<file path="config.mk">
export PLATFORM = sky130hd
export DESIGN_NAME = flash_poll_ctrl
export DESIGN_NICKNAME = d
export VERILOG_FILES = /design/src/rtl/fpc_pkg.sv /design/src/rtl/fpc_judge.sv /design/src/rtl/fpc_poll_cnt.sv /design/src/rtl/flash_poll_ctrl.sv
export SDC_FILE = /design/constraint.sdc
export NUM_CORES = 1
export LEC_CHECK = 0
export BUFFER_PORTS_ARGS = -buffer_cell sky130_fd_sc_hd__buf_2
export CORE_AREA = 2 2 82 84
export CTS_CLUSTER_DIAMETER = 60
export DETAILED_ROUTE_END_ITERATION = 8
export DIE_AREA = 0 0 84 86
export PLACE_DENSITY = 0.73
export SLEW_MARGIN = 10
export SYNTH_ARGS = -nofsm -noshare
export SYNTH_HDL_FRONTEND = slang
export SYNTH_SLANG_ARGS = --single-unit
</file>
<file path="constraint.sdc">
create_clock -name clk -period 2.5 [get_ports clk]
set_clock_uncertainty 0.05 [all_clocks]
set_input_delay 0.25 -clock clk [delete_from_list [all_inputs] [get_ports clk]]
set_output_delay 0.25 -clock clk [all_outputs]
set_load 0.01 [all_outputs]
</file>
<file path="src/rtl/fpc_pkg.sv">
package fpc_pkg;

   // status bit positions inside a returned status word
   localparam int unsigned POLL_BIT = 7;
   localparam int unsigned TGL_BIT  = 6;
   localparam int unsigned ERR_BIT  = 5;
   localparam int unsigned MIN_DW   = 8;

   typedef enum logic [1:0] {
      ST_IDLE,
      ST_READ,
      ST_RESET
   } ctrl_state_e;

   typedef enum logic [1:0] {
      PH_FIRST,
      PH_LOOP,
      PH_CHK_A,
      PH_CHK_B
   } poll_phase_e;

   typedef enum logic [1:0] {
      VD_NEXT,
      VD_CHECK,
      VD_PASS,
      VD_FAIL
   } verdict_e;

endpackage

</file>
<file path="src/rtl/fpc_judge.sv">
module fpc_judge
   import fpc_pkg::*;
(
   input  logic        toggle_mode,
   input  poll_phase_e phase,
   input  logic        poll_bit,
   input  logic        tgl_bit,
   input  logic        err_bit,
   input  logic        prev_tgl,
   input  logic        exp_bit,
   output verdict_e    verdict
);

   logic poll_match;
   logic tgl_same;

   assign poll_match = (poll_bit == exp_bit);
   assign tgl_same   = (tgl_bit == prev_tgl);

   always_comb begin
      verdict = VD_NEXT;
      if (!toggle_mode) begin
         unique case (phase)
            PH_CHK_A, PH_CHK_B: verdict = poll_match ? VD_PASS : VD_FAIL;
            default: begin
               if (poll_match)   verdict = VD_PASS;
               else if (err_bit) verdict = VD_CHECK;
               else              verdict = VD_NEXT;
            end
         endcase
      end else begin
         unique case (phase)
            PH_FIRST: verdict = VD_NEXT;
            PH_LOOP: begin
               if (tgl_same)     verdict = VD_PASS;
               else if (err_bit) verdict = VD_CHECK;
               else              verdict = VD_NEXT;
            end
            PH_CHK_A: verdict = VD_CHECK;
            PH_CHK_B: verdict = tgl_same ? VD_PASS : VD_FAIL;
            default:  verdict = VD_NEXT;
         endcase
      end
   end

endmodule

</file>
<file path="src/rtl/fpc_poll_cnt.sv">
module fpc_poll_cnt #(
   parameter int unsigned MAX_POLLS = 4096
) (
   input  logic clk,
   input  logic rst_n,
   input  logic clr,
   input  logic inc,
   output logic last
);

   localparam int unsigned CW = $clog2(MAX_POLLS);
   localparam logic [CW-1:0] LAST_VAL = CW'(MAX_POLLS - 1);

   logic [CW-1:0] cnt_q;

   always_ff @(posedge clk) begin
      if (!rst_n) begin
         cnt_q <= '0;
      end else if (clr) begin
         cnt_q <= '0;
      end else if (inc && !last) begin
         cnt_q <= cnt_q + 1'b1;
      end
   end

   assign last = (cnt_q == LAST_VAL);

endmodule

</file>
<file path="src/rtl/flash_poll_ctrl.sv">
module flash_poll_ctrl
   import fpc_pkg::*;
#(
   parameter int unsigned AW        = 23,
   parameter int unsigned DW        = 16,
   parameter int unsigned MAX_POLLS = 4096,
   parameter logic [7:0]  RST_CODE  = 8'hF0
) (
   input  logic          clk,
   input  logic          rst_n,
   input  logic          start,
   input  logic          use_toggle,
   input  logic [AW-1:0] tgt_addr,
   input  logic [DW-1:0] exp_data,
   output logic          rd_req,
   output logic [AW-1:0] rd_addr,
   input  logic          rd_ack,
   input  logic [DW-1:0] rd_data,
   output logic          wr_req,
   output logic [AW-1:0] wr_addr,
   output logic [DW-1:0] wr_data,
   input  logic          wr_ack,
   output logic          busy,
   output logic          done,
   output logic          pass,
   output logic          fail,
   output logic          timeout
);

   localparam logic [DW-1:0] RST_WORD = DW'(RST_CODE);

   // elaboration-time parameter checks
   generate
      if (DW < MIN_DW) begin : g_bad_dw
         $error("flash_poll_ctrl: DW must be at least 8");
      end
      if (MAX_POLLS < 2) begin : g_bad_polls
         $error("flash_poll_ctrl: MAX_POLLS must be at least 2");
      end
      if (AW < 1) begin : g_bad_aw
         $error("flash_poll_ctrl: AW must be at least 1");
      end
   endgenerate

   ctrl_state_e state_q;
   poll_phase_e phase_q;
   logic [AW-1:0] addr_q;
   logic          exp_bit_q;
   logic          mode_q;
   logic          prev_tgl_q;
   logic          tmo_pend_q;
   logic          done_q, pass_q, fail_q, tmo_q;

   verdict_e verdict;
   logic     cnt_last;
   logic     accept;
   logic     rd_fire;
   logic     wr_fire;

   assign accept  = (state_q == ST_IDLE) && start;
   assign rd_fire = (state_q == ST_READ) && rd_ack;
   assign wr_fire = (state_q == ST_RESET) && wr_ack;

   // status bits of the word just returned
   fpc_judge i_judge (
      .toggle_mode (mode_q),
      .phase       (phase_q),
      .poll_bit    (rd_data[POLL_BIT]),
      .tgl_bit     (rd_data[TGL_BIT]),
      .err_bit     (rd_data[ERR_BIT]),
      .prev_tgl    (prev_tgl_q),
      .exp_bit     (exp_bit_q),
      .verdict     (verdict)
   );

   fpc_poll_cnt #(
      .MAX_POLLS (MAX_POLLS)
   ) i_cnt (
      .clk   (clk),
      .rst_n (rst_n),
      .clr   (accept),
      .inc   (rd_fire && (verdict == VD_NEXT)),
      .last  (cnt_last)
   );

   always_ff @(posedge clk) begin
      if (!rst_n) begin
         state_q    <= ST_IDLE;
         phase_q    <= PH_FIRST;
         addr_q     <= '0;
         exp_bit_q  <= 1'b0;
         mode_q     <= 1'b0;
         prev_tgl_q <= 1'b0;
         tmo_pend_q <= 1'b0;
         done_q     <= 1'b0;
         pass_q     <= 1'b0;
         fail_q     <= 1'b0;
         tmo_q      <= 1'b0;
      end else begin
         done_q <= 1'b0;
         unique case (state_q)
            ST_IDLE: begin
               if (start) begin
                  addr_q     <= tgt_addr;
                  exp_bit_q  <= exp_data[POLL_BIT];
                  mode_q     <= use_toggle;
                  phase_q    <= PH_FIRST;
                  tmo_pend_q <= 1'b0;
                  pass_q     <= 1'b0;
                  fail_q     <= 1'b0;
                  tmo_q      <= 1'b0;
                  state_q    <= ST_READ;
               end
            end
            ST_READ: begin
               if (rd_ack) begin
                  prev_tgl_q <= rd_data[TGL_BIT];
                  unique case (verdict)
                     VD_PASS: begin
                        done_q  <= 1'b1;
                        pass_q  <= 1'b1;
                        state_q <= ST_IDLE;
                     end
                     VD_FAIL: begin
                        state_q <= ST_RESET;
                     end
                     VD_CHECK: begin
                        phase_q <= (phase_q == PH_CHK_A) ? PH_CHK_B : PH_CHK_A;
                     end
                     default: begin
                        if (cnt_last) begin
                           tmo_pend_q <= 1'b1;
                           state_q    <= ST_RESET;
                        end else begin
                           phase_q <= PH_LOOP;
                        end
                     end
                  endcase
               end
            end
            ST_RESET: begin
               if (wr_ack) begin
                  done_q  <= 1'b1;
                  fail_q  <= 1'b1;
                  tmo_q   <= tmo_pend_q;
                  state_q <= ST_IDLE;
               end
            end
            default: state_q <= ST_IDLE;
         endcase
      end
   end

   assign rd_req  = (state_q == ST_READ);
   assign rd_addr = addr_q;
   assign wr_req  = (state_q == ST_RESET);
   assign wr_addr = addr_q;
   assign wr_data = RST_WORD;
   assign busy    = (state_q != ST_IDLE);
   assign done    = done_q;
   assign pass    = pass_q;
   assign fail    = fail_q;
   assign timeout = tmo_q;

   // bits of the data words that the decision does not use
   logic unused_low;
   assign unused_low = ^{rd_data[ERR_BIT-1:0], exp_data[POLL_BIT-1:0], rd_fire, wr_fire};
   generate
      if (DW > MIN_DW) begin : g_wide
         logic unused_high;
         assign unused_high = ^{rd_data[DW-1:MIN_DW], exp_data[DW-1:MIN_DW]};
      end
   endgenerate

endmodule

</file>
# After elaboration in Yosys (flattened, before gate mapping)
# Index checks and enable logic that the tools add are counted.
[totals]
register_bits = 47
input_bits = 61
out_inout_bits = 69
[op_classes]
bitwise_logic = 1
n_eq_ne = 21
add_sub_neg = 1
reduce_logical = 22
mux = 36
[ops]
columns = ["op", "count"]
rows = [
  ["$mux 2", 11],
  ["$mux 1", 15],
  ["$reduce_and 5->1", 3],
  ["$add 12x1->12 const B", 1],
  ["$eq 12x12->1 const B", 1],
  ["$pmux 2 s3", 2],
  ["$eq 2x2->1 const B", 5],
  ["$pmux 1 s2", 5],
  ["$ne 2x1->1 const B", 4],
  ["$ne 2x2->1 const B", 4],
  ["$pmux 2 s2", 2],
  ["$pmux 2 s4", 1],
  ["$eq 2x1->1 const B", 3],
  ["$logic_not 2->1", 3],
  ["$reduce_bool 2->1", 3],
  ["$reduce_or 2->1", 3],
  ["$logic_and 1x1->1", 4],
  ["$ne 4x1->1 const B", 1],
  ["$reduce_and 2->1", 2],
  ["$reduce_and 4->1", 1],
  ["$ne 3x3->1 const B", 1],
  ["$reduce_and 3->1", 1],
  ["$reduce_or 3->1", 1],
  ["$eq 1x1->1", 2],
  ["2 further kinds", 2],
]

# Logic depth before layout (Yosys ltp)
[depth]
ltp_word = 9
depth_mapped = 9

# By module
# Synthesis repeated with hierarchy kept, for this count alone.
[unflattened]
hier_cells = 305
area_unflattened_um2 = 2403.6
[by_module_without_submodules]
columns = ["module", "cells_each", "instances", "area_per_inst_um2"]
rows = [
  ["flash_poll_ctrl", 223, 1, 1731.7],
  ["fpc_poll_cnt", 74, 1, 618.1],
  ["fpc_judge", 8, 1, 53.8],
]

# Worst setup path after synthesis
# No wires, ideal clock.
[synth_timing]
path_type = "flip-flop to flip-flop"
from = "register state_q[1]"
to = "register state_q[1]"
n_path_buf = 1
period_less_slack_ns = 1.890
path_slack_ns = 0.610
path_stages_with_launch = 9
arrival_time_ns = 1.766
cell_sequence = "dfxtp_1 inv_1 ha_1 clkbuf_1 nor2b_1 a221oi_1 nand2_1 or4_1 a31oi_1"
[synth_via]
elab_chain_cells = 3
elab_cells_between_ends = 10
[synth_lines]
columns = ["element", "line_no", "source"]
rows = [
  ["start, declared", "flash_poll_ctrl.sv:45", "ctrl_state_e state_q;"],
  ["start signal, assigned", "flash_poll_ctrl.sv:88", "state_q <= ST_IDLE;"],
  ["start signal, assigned", "flash_poll_ctrl.sv:112", "state_q <= ST_READ;"],
  ["start signal, assigned", "flash_poll_ctrl.sv:122", "state_q <= ST_IDLE;"],
  ["$eq 2x1->1, or another cell as far along", "flash_poll_ctrl.sv:101", "unique case (state_q)"],
  ["$ne 4x1->1 (no line), or another cell as far along", "-", ""],
  ["$reduce_and 5->1 (no line)", "-", ""],
]
# Parallel ways exist; a longest one is shown, timed or not.
# A chain may end at the register's enable or synchronous reset.

# Worst setup path after layout
[layout_timing]
from = "register i_cnt.cnt_q[0]"
to = "register i_cnt.cnt_q[4]"
[layout_via]
elab_chain_cells = 3
elab_cells_between_ends = 4
[layout_lines]
columns = ["element", "line_no", "source"]
rows = [
  ["start, declared", "fpc_poll_cnt.sv:14", "logic [CW-1:0] cnt_q;"],
  ["start signal, assigned", "fpc_poll_cnt.sv:22", "cnt_q <= cnt_q + 1'b1;"],
  ["parallel branches: the longest is 3 deep, another holds $add 12x1->12", "-", ""],
]
# Parallel ways; which one is timed is not known.

==> reports/metrics.cfg <==
[drt]
drc=0
wirelength_um=5384
firstDrtPassIters=4
route.vias.total=2218
drt-wirelength-per-cell_um=11.99
ant_nets=0
first_iter_violations=94
routed_via_density=4.940

[floorplan]
die_x_um=84
rows=29
start_util_pct=39.19
io_pins=130
die_area_mm2=0.007224
chipHeight_um=86
coreArea_mm2=0.006277

[synthesis]
netlist_instances=311
synth-edff-count=0
synth.avg_cell_area_um2=7.910
netlist_area_mm2=0.002460
ys_seq_area_share_pct=38.25
ys.flop_type=dfxtp_1
async_flop_share_pct=0
synth_cell_type_count=49
ys_ff_latch=47
yosys_warnings=0

[sta]
setup_viol=0
hold_violations=0
max_freq_mhz=484.7
min_period_ps=2063
drv_slew=0
fin_setup_tns_ps=0
timing.final.crit_share_pct=82.53
rsz0062_at_grt=no

[layout]
drive_gt1_share_pct=30.11
nets=436
syn2layout_area_growth_pct=14.95
antenna_cells=0

[pwr]
p_leak_uw=0.001329
comb_power_share_pct=35.5
swShare_pct=36.44
power.density_mw_per_mm2=752.2
power_frac_clock_pct=22.4
power_uw=2127
irDropWorstVdd_mv=0.4018
p_int_uw=1352
p_seq_share_pct=42.1
p_sw_uw=775.1

[clock_tree]
clk_latency_ps=300
postCtsSetupRepairBufs=0
cts.sinks=47
cts_buffers=5
clockBufferDepth=2
htree_levels=2
postCtsHoldBufs=0
ctsRootBufferMaster=clkbuf_8
cts_tree=built
path_clk_slew_ps=90
ctsResizeCount=0

[run]
drv_cap=0

[grt]
overflow=0
antenna_found_initial=0
grt_pass1_wl_um=8611
grt_max_degree=28
first_global_vias=1964
grt_use_total_pct=14.56

[setup_path]
critPathKind=reg -> reg
crit_fanout=9
end_kind=register
r2r_setup_slack_ps=440
startpoint_type=register
arrival_ps=2240
r2r_end=i_cnt.cnt_q[4]$_SDFFE_PP0P_
cp.required_ps=2680
regToRegStartpoint=i_cnt.cnt_q[0]$_SDFFE_PP0P_
ff2ff_path_depth=7

[worst_hold_path]
hp-class=in -> reg
holdPathEnd=rd_addr[7]$_SDFFE_PN0P_
min_from=tgt_addr[7]
worstHoldPathCells=3

[placement]
post-dp-hpwl_um=3977
io_buffers=85
routabilityCongestion=0.7551

[status]
status=finished, final reports clean

## registers in the layout, indices dropped and copies added (netlist names)
signal       cells
i_cnt.cnt_q     12
timeout          1
pass             1
done             1
state_q          2
fail             1
mode_q           1
phase_q          2
prev_tgl_q       1
rd_addr         23
exp_bit_q        1
tmo_pend_q       1
## synthesized netlist by cell type, drive strengths merged, types with 3 or more instances
cell	n	area [um^2]
a21oi	38	197.7
nand2	69	259.0
nand3	4	20.02
inv	11	41.29
or3	4	25.02
and4	3	30.03
ha	4	50.05
a31oi	4	25.02
dfxtp	47	940.9
nand4	4	40.04
o31ai	3	22.52
mux2i	3	30.03
buf	41	305.3
and2	4	25.02
or4	5	37.54
clkbuf	11	41.29
nor2	17	66.32
o21ai	8	40.04
## worst max path at each step
stage / startpoint / end
after floorplan: state_q[1]$_SDFFE_PN0P_ / state_q[1]$_SDFFE_PN0P_
after global placement: i_cnt.cnt_q[0]$_SDFFE_PP0P_ / i_cnt.cnt_q[4]$_SDFFE_PP0P_
after detailed placement: i_cnt.cnt_q[0]$_SDFFE_PP0P_ / i_cnt.cnt_q[3]$_SDFFE_PP0P_
after CTS: i_cnt.cnt_q[0]$_SDFFE_PP0P_ / i_cnt.cnt_q[3]$_SDFFE_PP0P_
after global routing: state_q[1]$_SDFFE_PN0P_ / state_q[0]$_SDFFE_PN0P_
final: i_cnt.cnt_q[0]$_SDFFE_PP0P_ / i_cnt.cnt_q[4]$_SDFFE_PP0P_
## power by group through the flow
stage	logic, uW	clock network [uW]	registers, uW
2_1_floorplan	557	0	932
3_3_place_gp	745	0	909
3_5_place_dp	757	0	913
4_1_cts	759	498	896
5_1_grt	853	521	909
6_report	756	476	895
## cells in the final DEF (no fill, tap or decap), types with 2 or more instances in the layout
master and instances:
mux2i_1 3, nor2b_1 2, nand2_1 69, buf_2 85, ha_1 4, nand2b_1 2
a22o_1 2, or4_1 5, o31ai_1 3, a211oi_1 2, a21oi_2 2, inv_1 10
o21ai_0 8, and2_1 4, nor2_1 16, or3_1 4, dfxtp_1 47, nand3_1 4
a31oi_1 4, a22oi_1 2, a21oi_1 36, buf_4 6, clkbuf_8 6, nand4_1 3
conb_1 16, xnor2_2 2
## per-stage QoR
stage	std cells	utilization (%)	cell area [um^2]	worst slack, ps	hold WS (ps)
after floorplan	325	-	2512	610.1	325.9
after global placement	441	43.53	2733	491.7	400.0
after detailed placement	441	43.53	2733	456.2	406.6
after CTS	449	45.05	2828	428.8	123.4
after global routing	449	45.05	2828	260.6	127.9
final	449	45.05	2828	436.7	129.6
## worst max-delay path, cell delays in order (launching register included)
cell       delay (ps)
dfxtp_1           350
ha_1              250
and4_1            250
nand4_4           140
o2111ai_2         230
buf_4             250
or3_1             340
a21oi_1           130
## layout make-up
type / count / area [um^2]
Timing Repair Buffer: 91 / 470.5
Inverter: 11 / 41.29
Sequential cell: 47 / 940.9
Multi-Input combinational cell: 215 / 1184
Clock inverter: 1 / 8.758
Clock buffer: 7 / 86.33
Tap cell: 77 / 96.34
Fill cell: 636 / 3450
## metal layers
layer / wire length, um / track usage, % / vias to the layer above
li1: - / - / 1120
met1: 2409 / 17.61 / 1036
met2: 2669 / 25.45 / 60
met3: 269 / 3.176 / 2
met4: 36 / 5.425 / 0
met5: 0 / 0 / -
## kinds of logic (layout without fill, tap and decap cells)
kind of cell               Yosys count  in the layout  share of synthesized area [%]
muxes                                3              3                          1.221
adders and majority gates            4              4                          2.035
DFF                                 47             47                          38.25
and+or+nand+nor                    120            120                          23.40
other                                2             16                         0.3053
xor gates and xnor gates             3              3                          1.679
buffers and inverters               63            110                          15.77
AOI/OAI and AO/OA                   69             69                          17.34
Power figures use the tool's default switching activity.
